## config.mk

```make
export PLATFORM = sky130hd
export DESIGN_NAME = eeprom_rand_rd
export DESIGN_NICKNAME = d
export VERILOG_FILES = /design/src/rtl/eerd_pkg.sv /design/src/rtl/eerd_step_decode.sv /design/src/rtl/eerd_watchdog.sv /design/src/rtl/eeprom_rand_rd.sv
export SDC_FILE = /design/constraint.sdc
export NUM_CORES = 1
export LEC_CHECK = 0
export ABC_AREA = 1
export BUFFER_PORTS_ARGS = -buffer_cell sky130_fd_sc_hd__buf_2
export CAP_MARGIN = 20
export CORE_UTILIZATION = 49
export CTS_CLUSTER_SIZE = 20
export DETAILED_ROUTE_END_ITERATION = 10
export PLACE_DENSITY_LB_ADDON = 0.1
export REMOVE_ABC_BUFFERS = 1
export SYNTH_ARGS = -nofsm -noshare
export SYNTH_HDL_FRONTEND = slang
export SYNTH_SLANG_ARGS = --single-unit
```

## constraint.sdc

```tcl
create_clock -name clk -period 1.8 [get_ports clk]
set_input_delay 0.36 -clock clk [delete_from_list [all_inputs] [get_ports clk]]
set_output_delay 0.36 -clock clk [all_outputs]
set_load 0.005 [all_outputs]
```

## src/rtl/eerd_pkg.sv

```systemverilog
package eerd_pkg;

   localparam int DEV_W  = 7;
   localparam int BYTE_W = 8;

   // Engine status codes awaited after each step
   localparam logic [7:0] CODE_START  = 8'h08;
   localparam logic [7:0] CODE_RSTART = 8'h10;
   localparam logic [7:0] CODE_WADDR  = 8'h18;
   localparam logic [7:0] CODE_WBYTE  = 8'h28;
   localparam logic [7:0] CODE_RADDR  = 8'h40;
   localparam logic [7:0] CODE_RNACK  = 8'h58;

   typedef enum logic [1:0] {
      CMD_START = 2'd0,
      CMD_WRITE = 2'd1,
      CMD_READ  = 2'd2,
      CMD_STOP  = 2'd3
   } eng_cmd_e;

   typedef enum logic [2:0] {
      ST_START,
      ST_WADDR,
      ST_OFFH,
      ST_OFFL,
      ST_RSTART,
      ST_RADDR,
      ST_READ,
      ST_STOP
   } step_e;

   typedef enum logic [1:0] {
      WAIT_CODE,       // flag and matching status
      WAIT_CODE_IDLE,  // flag, matching status and busy low
      WAIT_IDLE        // busy low only
   } wait_e;

   typedef struct packed {
      eng_cmd_e         cmd;
      logic [BYTE_W-1:0] data;
      logic [7:0]       code;
      wait_e            kind;
   } step_ctl_t;

   typedef enum logic [1:0] {
      SQ_IDLE,
      SQ_ISSUE,
      SQ_WAIT
   } seq_state_e;

endpackage

```

## src/rtl/eerd_step_decode.sv

```systemverilog
module eerd_step_decode
   import eerd_pkg::*;
(
   input  step_e             step,
   input  logic [DEV_W-1:0]  dev_addr,
   input  logic [BYTE_W-1:0] off_hi,
   input  logic [BYTE_W-1:0] off_lo,
   input  logic              two_byte,
   output step_ctl_t         ctl,
   output step_e             nxt
);

   always_comb begin
      ctl = '{cmd: CMD_START, data: '0, code: CODE_START, kind: WAIT_CODE_IDLE};
      nxt = step;
      case (step)
         ST_START: begin
            nxt = ST_WADDR;
         end
         ST_WADDR: begin
            ctl = '{cmd: CMD_WRITE, data: {dev_addr, 1'b0}, code: CODE_WADDR, kind: WAIT_CODE};
            nxt = two_byte ? ST_OFFH : ST_OFFL;
         end
         ST_OFFH: begin
            ctl = '{cmd: CMD_WRITE, data: off_hi, code: CODE_WBYTE, kind: WAIT_CODE};
            nxt = ST_OFFL;
         end
         ST_OFFL: begin
            ctl = '{cmd: CMD_WRITE, data: off_lo, code: CODE_WBYTE, kind: WAIT_CODE};
            nxt = ST_RSTART;
         end
         ST_RSTART: begin
            ctl = '{cmd: CMD_START, data: '0, code: CODE_RSTART, kind: WAIT_CODE_IDLE};
            nxt = ST_RADDR;
         end
         ST_RADDR: begin
            ctl = '{cmd: CMD_WRITE, data: {dev_addr, 1'b1}, code: CODE_RADDR, kind: WAIT_CODE};
            nxt = ST_READ;
         end
         ST_READ: begin
            ctl = '{cmd: CMD_READ, data: '0, code: CODE_RNACK, kind: WAIT_CODE};
            nxt = ST_STOP;
         end
         ST_STOP: begin
            ctl = '{cmd: CMD_STOP, data: '0, code: 8'h00, kind: WAIT_IDLE};
            nxt = ST_STOP;
         end
         default: begin
            nxt = ST_STOP;
         end
      endcase
   end

endmodule

```

## src/rtl/eerd_watchdog.sv

```systemverilog
module eerd_watchdog #(
   parameter int CNT_W = 8
) (
   input  logic clk,
   input  logic rst_n,
   input  logic clear,
   input  logic run,
   output logic expired
);

   generate
      if (CNT_W < 2 || CNT_W > 30) begin : g_bad_width
         $error("eerd_watchdog: CNT_W out of range");
      end
   endgenerate

   logic [CNT_W-1:0] cnt_q;

   assign expired = &cnt_q;

   always_ff @(posedge clk) begin
      if (!rst_n) begin
         cnt_q <= '0;
      end else if (clear) begin
         cnt_q <= '0;
      end else if (run && !expired) begin
         cnt_q <= cnt_q + 1'b1;
      end
   end

   // once the window has expired it stays expired until cleared
   p_no_wrap_r6: assert property (@(posedge clk) disable iff (!rst_n)
      (expired && !clear) |=> expired);

endmodule

```

## src/rtl/eeprom_rand_rd.sv

```systemverilog
module eeprom_rand_rd
   import eerd_pkg::*;
#(
   parameter int TMO_W = 8,
   parameter int OFF_W = 32
) (
   input  logic             clk,
   input  logic             rst_n,
   input  logic             req_i,
   input  logic [6:0]       dev_addr_i,
   input  logic [OFF_W-1:0] offset_i,
   output logic             done_o,
   output logic [7:0]       rdata_o,
   output logic             ok_o,
   output logic             cmd_vld_o,
   output logic [1:0]       cmd_o,
   output logic [7:0]       cmd_data_o,
   output logic             cmd_ack_en_o,
   input  logic             eng_irq_i,
   input  logic             eng_busy_i,
   input  logic [7:0]       eng_status_i,
   input  logic [7:0]       eng_rdata_i
);

   localparam int SEL_BIT = OFF_W - 1;

   generate
      if (OFF_W < 17) begin : g_bad_off
         $error("eeprom_rand_rd: OFF_W must leave room for a 16-bit offset and a select bit");
      end
   endgenerate

   seq_state_e        state_q;
   step_e             step_q;
   step_e             step_nxt;
   step_ctl_t         ctl;
   logic [DEV_W-1:0]  addr_q;
   logic [BYTE_W-1:0] hi_q;
   logic [BYTE_W-1:0] lo_q;
   logic              two_q;
   logic              got_q;
   logic              ack_en_q;
   logic              step_ok;
   logic              wd_expired;
   logic              timeout;
   logic              unused_off_bits;

   assign unused_off_bits = ^offset_i[SEL_BIT-1:16];

   eerd_step_decode u_dec (
      .step     (step_q),
      .dev_addr (addr_q),
      .off_hi   (hi_q),
      .off_lo   (lo_q),
      .two_byte (two_q),
      .ctl      (ctl),
      .nxt      (step_nxt)
   );

   eerd_watchdog #(.CNT_W(TMO_W)) u_wd (
      .clk     (clk),
      .rst_n   (rst_n),
      .clear   (state_q == SQ_ISSUE),
      .run     (state_q == SQ_WAIT && step_q == ST_WADDR),
      .expired (wd_expired)
   );

   always_comb begin
      case (ctl.kind)
         WAIT_CODE:      step_ok = eng_irq_i && (eng_status_i == ctl.code);
         WAIT_CODE_IDLE: step_ok = eng_irq_i && (eng_status_i == ctl.code) && !eng_busy_i;
         default:        step_ok = !eng_busy_i;
      endcase
   end

   assign timeout = (state_q == SQ_WAIT) && (step_q == ST_WADDR) && !step_ok && wd_expired;

   assign cmd_vld_o    = (state_q == SQ_ISSUE);
   assign cmd_o        = ctl.cmd;
   assign cmd_data_o   = ctl.data;
   assign cmd_ack_en_o = ack_en_q;

   always_ff @(posedge clk) begin
      if (!rst_n) begin
         state_q  <= SQ_IDLE;
         step_q   <= ST_START;
         addr_q   <= '0;
         hi_q     <= '0;
         lo_q     <= '0;
         two_q    <= 1'b0;
         got_q    <= 1'b0;
         ack_en_q <= 1'b1;
         done_o   <= 1'b0;
         ok_o     <= 1'b0;
         rdata_o  <= '0;
      end else begin
         done_o <= 1'b0;
         case (state_q)
            SQ_IDLE: begin
               if (req_i) begin
                  addr_q   <= dev_addr_i;
                  hi_q     <= offset_i[15:8];
                  lo_q     <= offset_i[7:0];
                  two_q    <= offset_i[SEL_BIT];
                  step_q   <= ST_START;
                  got_q    <= 1'b0;
                  ack_en_q <= 1'b1;
                  ok_o     <= 1'b0;
                  rdata_o  <= '0;
                  state_q  <= SQ_ISSUE;
               end
            end
            SQ_ISSUE: begin
               state_q <= SQ_WAIT;
            end
            SQ_WAIT: begin
               if (step_ok) begin
                  if (step_q == ST_STOP) begin
                     done_o  <= 1'b1;
                     ok_o    <= got_q;
                     state_q <= SQ_IDLE;
                  end else begin
                     if (step_q == ST_READ) begin
                        rdata_o <= eng_rdata_i;
                        got_q   <= 1'b1;
                     end
                     if (step_nxt == ST_READ) begin
                        ack_en_q <= 1'b0;
                     end
                     step_q  <= step_nxt;
                     state_q <= SQ_ISSUE;
                  end
               end else if (timeout) begin
                  step_q  <= ST_STOP;
                  state_q <= SQ_ISSUE;
               end
            end
            default: state_q <= SQ_IDLE;
         endcase
      end
   end

   // completion is a single-cycle pulse
   p_done_pulse_r8: assert property (@(posedge clk) disable iff (!rst_n)
      done_o |=> !done_o);

   // the read command always goes out with ACK disabled
   p_read_nack_r4: assert property (@(posedge clk) disable iff (!rst_n)
      (cmd_vld_o && cmd_o == CMD_READ) |-> !cmd_ack_en_o);

   // one command per step, never back to back
   p_one_cmd_r3: assert property (@(posedge clk) disable iff (!rst_n)
      cmd_vld_o |=> !cmd_vld_o);

   // a failed sequence reports a zero byte
   p_fail_zero_r6: assert property (@(posedge clk) disable iff (!rst_n)
      (done_o && !ok_o) |-> (rdata_o == 8'h00));

   // completion always follows the STOP step
   p_stop_last_r1: assert property (@(posedge clk) disable iff (!rst_n)
      done_o |-> $past(step_q) == ST_STOP);

   // latched request fields stay frozen while a sequence runs
   p_req_ignored_r7: assert property (@(posedge clk) disable iff (!rst_n)
      (state_q != SQ_IDLE) |=> ($stable(addr_q) && $stable(hi_q) && $stable(lo_q) && $stable(two_q)));

endmodule

```

Word level (Yosys, flattened, before mapping)
Cells that the tools add are included.
{"block": "classes", "n_addsub": 1, "n_mul": 0, "n_div": 0, "n_lt_le_gt_ge": 0, "eq_ne": 20, "n_shift": 0, "muxes": 33, "bitwise": 1, "n_reduce_logical": 23}
{"cell": "one-hot mux 20 bit (7 select lines)", "count": 1}
{"cell": "2-to-1 mux 8 bit", "count": 4}
{"cell": "one-hot mux 3 bit (7 select lines)", "count": 1}
{"cell": "one-hot mux 8 bit (2 select lines)", "count": 1}
{"cell": "equality test 3 bit (second input constant)", "count": 5}
{"cell": "2-to-1 mux 1 bit", "count": 13}
{"cell": "2-to-1 mux 3 bit", "count": 4}
{"cell": "AND reduction 5 bit", "count": 2}
{"cell": "adder 8 x 1 -> 8 bit (second input constant)", "count": 1}
{"cell": "equality test 8 bit", "count": 1}
{"cell": "one-hot mux 1 bit (2 select lines)", "count": 4}
{"cell": "AND reduction 4 bit", "count": 2}
{"cell": "AND reduction 8 bit", "count": 1}
{"cell": "equality test 3 x 2 -> 1 bit (second input constant)", "count": 2}
{"cell": "logical AND 1 bit", "count": 6}
{"cell": "2-to-1 mux 2 bit", "count": 3}
{"cell": "inequality test 2 x 1 -> 1 bit (second input constant)", "count": 3}
{"cell": "inequality test 2 bit (second input constant)", "count": 3}
{"cell": "inequality test 3 bit (second input constant)", "count": 2}
{"cell": "one-hot mux 2 bit (3 select lines)", "count": 1}
{"cell": "one-hot mux 3 bit (2 select lines)", "count": 1}
{"cell": "equality test 2 x 1 -> 1 bit (second input constant)", "count": 2}
{"cell": "zero test 2 bit", "count": 2}
{"cell": "AND reduction 2 bit", "count": 2}
{"cell": "other kinds (8)", "count": 11}
{"block": "totals", "ff_bits": 49, "latchBits": 0, "mem_bits_rw": 0, "rom_bits": 0, "out_inout_bits": 22, "elab_cells": 90, "memories": 0}

Longest topological paths before layout
{"block": "depth", "word_depth": 12, "mapped_depth": 14, "ltp_nobuf": 14}

By module
From an unflattened synthesis, not the netlist that was laid out.
{"block": "unflattened", "hier_cells": 404, "hier_area_um2": 2692.6}
{"module": "eeprom_rand_rd", "instances": 1, "cells_per_inst": 265, "area_each_um2": 1848.0}
{"module": "eerd_watchdog", "instances": 1, "cells_per_inst": 74, "area_each_um2": 509.2}
{"module": "eerd_step_decode", "instances": 1, "cells_per_inst": 65, "area_each_um2": 335.3}

Worst setup path before layout
Ideal clock, no wire load.
{"block": "synth_path", "kind": "register to register", "start": "register step_q[1]", "end": "register rdata_o[4]", "arrival_time_ns": 1.426, "slack_ns": 0.241, "path_stages_with_launch": 13, "path_buffers": 1, "synth_period_minus_slack_ns": 1.559, "path_cell_list": "dfxtp_1 -> buf_6 -> nor2_1 -> nand2_1 -> nand2_1 -> nor2_1 -> nand2_1 -> nor2_4 -> nand2_4 -> nand3_2 -> nand3_2 -> nand2_1 -> a21oi_2"}
{"block": "synth_between", "elab_chain_cells": 8, "word_cells_on_any_way": 18, "cone_classes": "eq/ne (12); mux (2); reduce/logical (4)"}
{"item": "from (decl)", "line_no": "eeprom_rand_rd.sv:34", "rtl": "step_e step_q;"}
{"item": "from (signal assigned)", "line_no": "eeprom_rand_rd.sv:130", "rtl": "step_q <= step_nxt;"}
{"item": "equality test 3 bit, or another cell as far along", "line_no": "eerd_step_decode.sv:16, eeprom_rand_rd.sv:118"}
{"item": "one-hot mux 20 bit (7 select lines)", "line_no": "eerd_step_decode.sv:16", "rtl": "case (step)"}
{"item": "equality test 8 bit", "line_no": "eeprom_rand_rd.sv:70, eeprom_rand_rd.sv:71"}
{"item": "logical AND 1 bit", "line_no": "eeprom_rand_rd.sv:70, eeprom_rand_rd.sv:71"}
{"item": "logical AND 1 bit", "line_no": "eeprom_rand_rd.sv:71", "rtl": "WAIT_CODE_IDLE: step_ok = eng_irq_i && (eng_status_i == ctl.code) && !eng_busy_i;"}
{"item": "one-hot mux 1 bit (2 select lines)", "line_no": "eeprom_rand_rd.sv:69", "rtl": "case (ctl.kind)"}
{"item": "inequality test 2 bit (no source line)"}
{"item": "AND reduction 5 bit (no source line) (*)"}
{"item": "to (signal assigned)", "line_no": "eeprom_rand_rd.sv:124", "rtl": "rdata_o <= eng_rdata_i;"}
{"item": "to (decl)", "line_no": "eeprom_rand_rd.sv:13", "rtl": "output logic [7:0] rdata_o,"}
Mark *: on every way between the ends. The rest lies on a longest branch, timed or not.
A chain may end at the register's enable or synchronous reset.

Final worst setup path
{"block": "layout_path", "start": "register step_q[1]", "end": "output cmd_data_o[3]"}
{"block": "layout_between", "elab_chain_cells": 2, "word_cells_on_any_way": 8, "cone_classes": "eq/ne (7); mux (1)"}
{"item": "equality test 3 bit, or another cell as far along", "line_no": "eerd_step_decode.sv:16"}
{"item": "one-hot mux 20 bit (7 select lines) (*)", "line_no": "eerd_step_decode.sv:16"}
{"item": "to (decl)", "line_no": "eeprom_rand_rd.sv:17", "rtl": "output logic [7:0] cmd_data_o,"}
Marked as above.

==> flow_summary.rst <==
.. list-table::
   :header-rows: 1

   * - Metric
     - Value
   * - Status
     - finished, violations left
   * - Violations in the final reports
     - DRC
   * - Fraction of final layout cells sized beyond drive strength 1
     - 0.3002
   * - Unrepaired setup endpoints after global routing
     - true
   * - Category of the worst setup path capture point
     - output port
   * - Detailed-route via count
     - 2278
   * - Total Die Area
     - 4982 um2
   * - Critical path launch point type
     - register
   * - Wire length of the first global-routing pass
     - 8.714 mm
   * - Global-route congestion overflow total
     - 0
   * - Clock sinks
     - 49
   * - Top-count cell post-synth
     - sky130_fd_sc_hd__nor2_1
   * - Number of cells produced by synthesis
     - 327
   * - Worst Tran Pin Value
     - 0.4421 ns
   * - Iteration-0 DRC Markers
     - 71
   * - DR vias/cell
     - 5.007
   * - CP top delay family
     - buffers and inverters
   * - Critical Path, Cell by Cell
     - buf_12, nand2_2, nor2_1, buf_4, a22oi_1, nand2_1, buf_2
   * - Leakage Power
     - 1.384 nW
   * - Number of nets with antenna violations after routing
     - 0
   * - # setup viols final
     - 0
   * - Insertion delay to the later sink of the worst-skew pair
     - 0.30 ns
   * - Die boundary height
     - 70.58 um
   * - Number of port buffers
     - 66
   * - Starting utilization of the core area
     - 0.5186
   * - Largest fanout on the critical path
     - 8
   * - Worst max-slew margin expressed relative to the limit
     - 0.7049
   * - Final critical-path share of the clock period
     - 0.9859
   * - Achievable Freq
     - 563.5 MHz
   * - Vias in the first global route
     - 2026
   * - Type of the worst setup path
     - register to output port
   * - Number of synthesized register bits
     - 49
   * - Total routed wirelength
     - 5.286 mm
   * - Combined area of all synthesized cells
     - 2305 um2
   * - Synthesized area per cell
     - 7.048 um2
   * - Overall routing resource usage
     - 0.2227
   * - Number of buffer and inverter instances along the worst setup path
     - 3
   * - Hold Vio Cnt, Final
     - 0
   * - Maximum level of the CTS H-tree
     - 2
   * - Maximum clock skew at final layout
     - 0.003273 ns
   * - Drt pass-1 iters
     - 7
   * - Number of nets at the end of the flow
     - 463
   * - Last weighted congestion value of the routability-driven placer
     - 0.8459
   * - Total clock buffers created by CTS
     - 5
   * - Slowest library cell on the worst path
     - sky130_fd_sc_hd__dfxtp_4
   * - Count of flip-flops with a built-in enable after synthesis
     - 0
   * - DRC
     - 6
   * - Clk pin slew, worst setup/hold paths
     - 0.09 ns
   * - Ranking of synthesized cells by area
     - sky130_fd_sc_hd__dfxtp_1, sky130_fd_sc_hd__nor2_1, sky130_fd_sc_hd__nand2_1
   * - Clock Root Buffer
     - sky130_fd_sc_hd__clkbuf_8
   * - Cell variety after synth
     - 29
   * - Path class of the lowest-slack min-delay path
     - primary input to register
   * - Total power draw
     - 0.002636 W
   * - Area fraction of the dominant cell type after synthesis
     - 0.4256
   * - Warnings from Yosys
     - 0
   * - Fraction of synthesis flops using an asynchronous set or reset pin
     - 0
   * - DPL Wire Length
     - 3.698 mm
   * - Maximum number of pins on one net before global-route repair
     - 29
   * - Antenna cell count
     - 0
   * - Die boundary width
     - 70.58 um
   * - Endpoint required time on the critical path
     - 1.44 ns
   * - Longest individual stage delay on the worst path
     - 0.37 ns
   * - Crit path time final
     - 1.775 ns
   * - Largest area contributor in the synthesized netlist
     - sky130_fd_sc_hd__dfxtp_1
   * - Critical Path AT
     - 1.41 ns
   * - Max-cap violations
     - 0
   * - Sequential-to-total area share from yosys stat
     - 0.4256
   * - Average wire per standard cell
     - 11.62 um
   * - I/O pin count
     - 82
   * - Number of antenna violations at the first check in global routing
     - 0
   * - Bufs on Longest Clock Path
     - 2
   * - Most used DFF post-synth
     - sky130_fd_sc_hd__dfxtp_1
   * - Hold slack final
     - 0.2996 ns
   * - Row count
     - 24
   * - Clock tree from TritonCTS
     - built
   * - Largest vdd supply drop
     - 0.6300 mV
   * - Synthesis-to-finish area growth
     - 26.44%
   * - Most common library cells after synthesis
     - sky130_fd_sc_hd__nor2_1, sky130_fd_sc_hd__nand2_1, sky130_fd_sc_hd__dfxtp_1
   * - Power per cell area
     - 904.5 nW/um2
   * - Pins Over Slew Limit
     - 0
   * - CORE AREA
     - 4444 um2
==> tightest hold or removal path: cells and delay by family <==
kind,cells,cell delay [ns]
AND/OR/NAND/NOR,1,0.05
AO/OA/AOI/OAI,1,0.05
buffers and inverters,1,0.09
==> metrics by stage <==
step	instance area [um2]	setup slack [ns]	cells	TNS (ns)	util
floorplan	2257	0.1871	317	0	-
global placement	2740	0.03801	445	0	0.6166
detailed placement	2740	0.02904	445	0	0.6166
CTS	2838	0.004824	452	0	0.6385
global route	2914	-0.03914	455	-0.3111	0.6557
finish	2914	0.02541	455	0	0.6557
==> final timing paths <==
check / depth (start not counted) / from / to / slack [ns]
worst max-delay path: 7 / step_q[1] / cmd_data_o[3] / 0.03
worst min-delay path: 3 / eng_rdata_i[1] / rdata_o[1] / 0.30
worst min register to register: 2 / cmd_ack_en_o / cmd_ack_en_o / 0.46
worst max register to register: 13 / step_q[1] / step_q[0] / 0.11
==> state kept, by name (all words and copies together), names as in the netlist <==
signal	flops
hi_q	8
lo_q	8
rdata_o	8
u_wd.cnt_q	8
addr_q	7
step_q	3
state_q	2
cmd_ack_en_o	1
done_o	1
got_q	1
ok_o	1
two_q	1
==> placed cells by master (no fill, tap or decap), types with 2 or more instances in the layout <==
cell type / n
sky130_fd_sc_hd__dfxtp_1: 46
sky130_fd_sc_hd__a21oi_2: 3
sky130_fd_sc_hd__nor2_4: 3
sky130_fd_sc_hd__nand3_1: 17
sky130_fd_sc_hd__inv_1: 19
sky130_fd_sc_hd__nand2_2: 5
sky130_fd_sc_hd__buf_4: 9
sky130_fd_sc_hd__or2_2: 2
sky130_fd_sc_hd__clkbuf_8: 5
sky130_fd_sc_hd__dfxtp_4: 2
sky130_fd_sc_hd__nand2_4: 4
sky130_fd_sc_hd__o21ai_0: 31
sky130_fd_sc_hd__buf_2: 66
sky130_fd_sc_hd__a21oi_1: 18
sky130_fd_sc_hd__nor2_1: 72
sky130_fd_sc_hd__nor2_2: 2
sky130_fd_sc_hd__nand3_2: 2
sky130_fd_sc_hd__a211oi_1: 2
sky130_fd_sc_hd__nand4_1: 3
sky130_fd_sc_hd__nand3_4: 3
sky130_fd_sc_hd__inv_2: 4
sky130_fd_sc_hd__nand2_1: 67
sky130_fd_sc_hd__nor3_1: 3
==> cell families (layout without fill, tap and decap cells) <==
kind of cell | after synthesis | in the layout | share of synthesized area
flip-flops | 49 | 49 | 0.4256
AND/OR/NAND/NOR | 186 | 186 | 0.3730
AO/OA/AOI/OAI | 57 | 57 | 0.1341
buffers and inverters | 34 | 110 | 0.06189
adder cells (fa/ha/maj) | 1 | 1 | 0.005428
==> per-layer routing <==
metal	vias up	share of wire	GRT usage
met4	0	0.013	0.08000
met5	-	0	0
li1	1206	-	-
met2	50	0.49	0.4035
met1	1016	0.45	0.2627
met3	6	0.043	0.04416
==> layout make-up <==
type                            count  area [um2]
Multi-Input combinational cell    244        1224
Clock buffer                        6       72.57
Tap cell                           52       65.06
Timing Repair Buffer               78       454.2
Inverter                           24       95.09
Clock inverter                      2       13.76
Sequential cell                    49       989.7
Fill cell                         408        1530
==> what timing repair did <==
action,4_1_cts,5_1_grt
buffers inserted,0,2
gates cloned,0,1
resized for setup,8,8
hold buffers,0,0
setup endpoints to repair,8,20
pin swaps,1,16
==> where the power goes <==
group / internal (W) / switching, W / total, W
Sequential: 0.00119 / 0.0000633 / 0.00125
Combinational: 0.000305 / 0.000448 / 0.000752
Clock: 0.000277 / 0.000356 / 0.000633
Total: 0.00177 / 0.000867 / 0.00264
(Power assumes the default switching activity.)
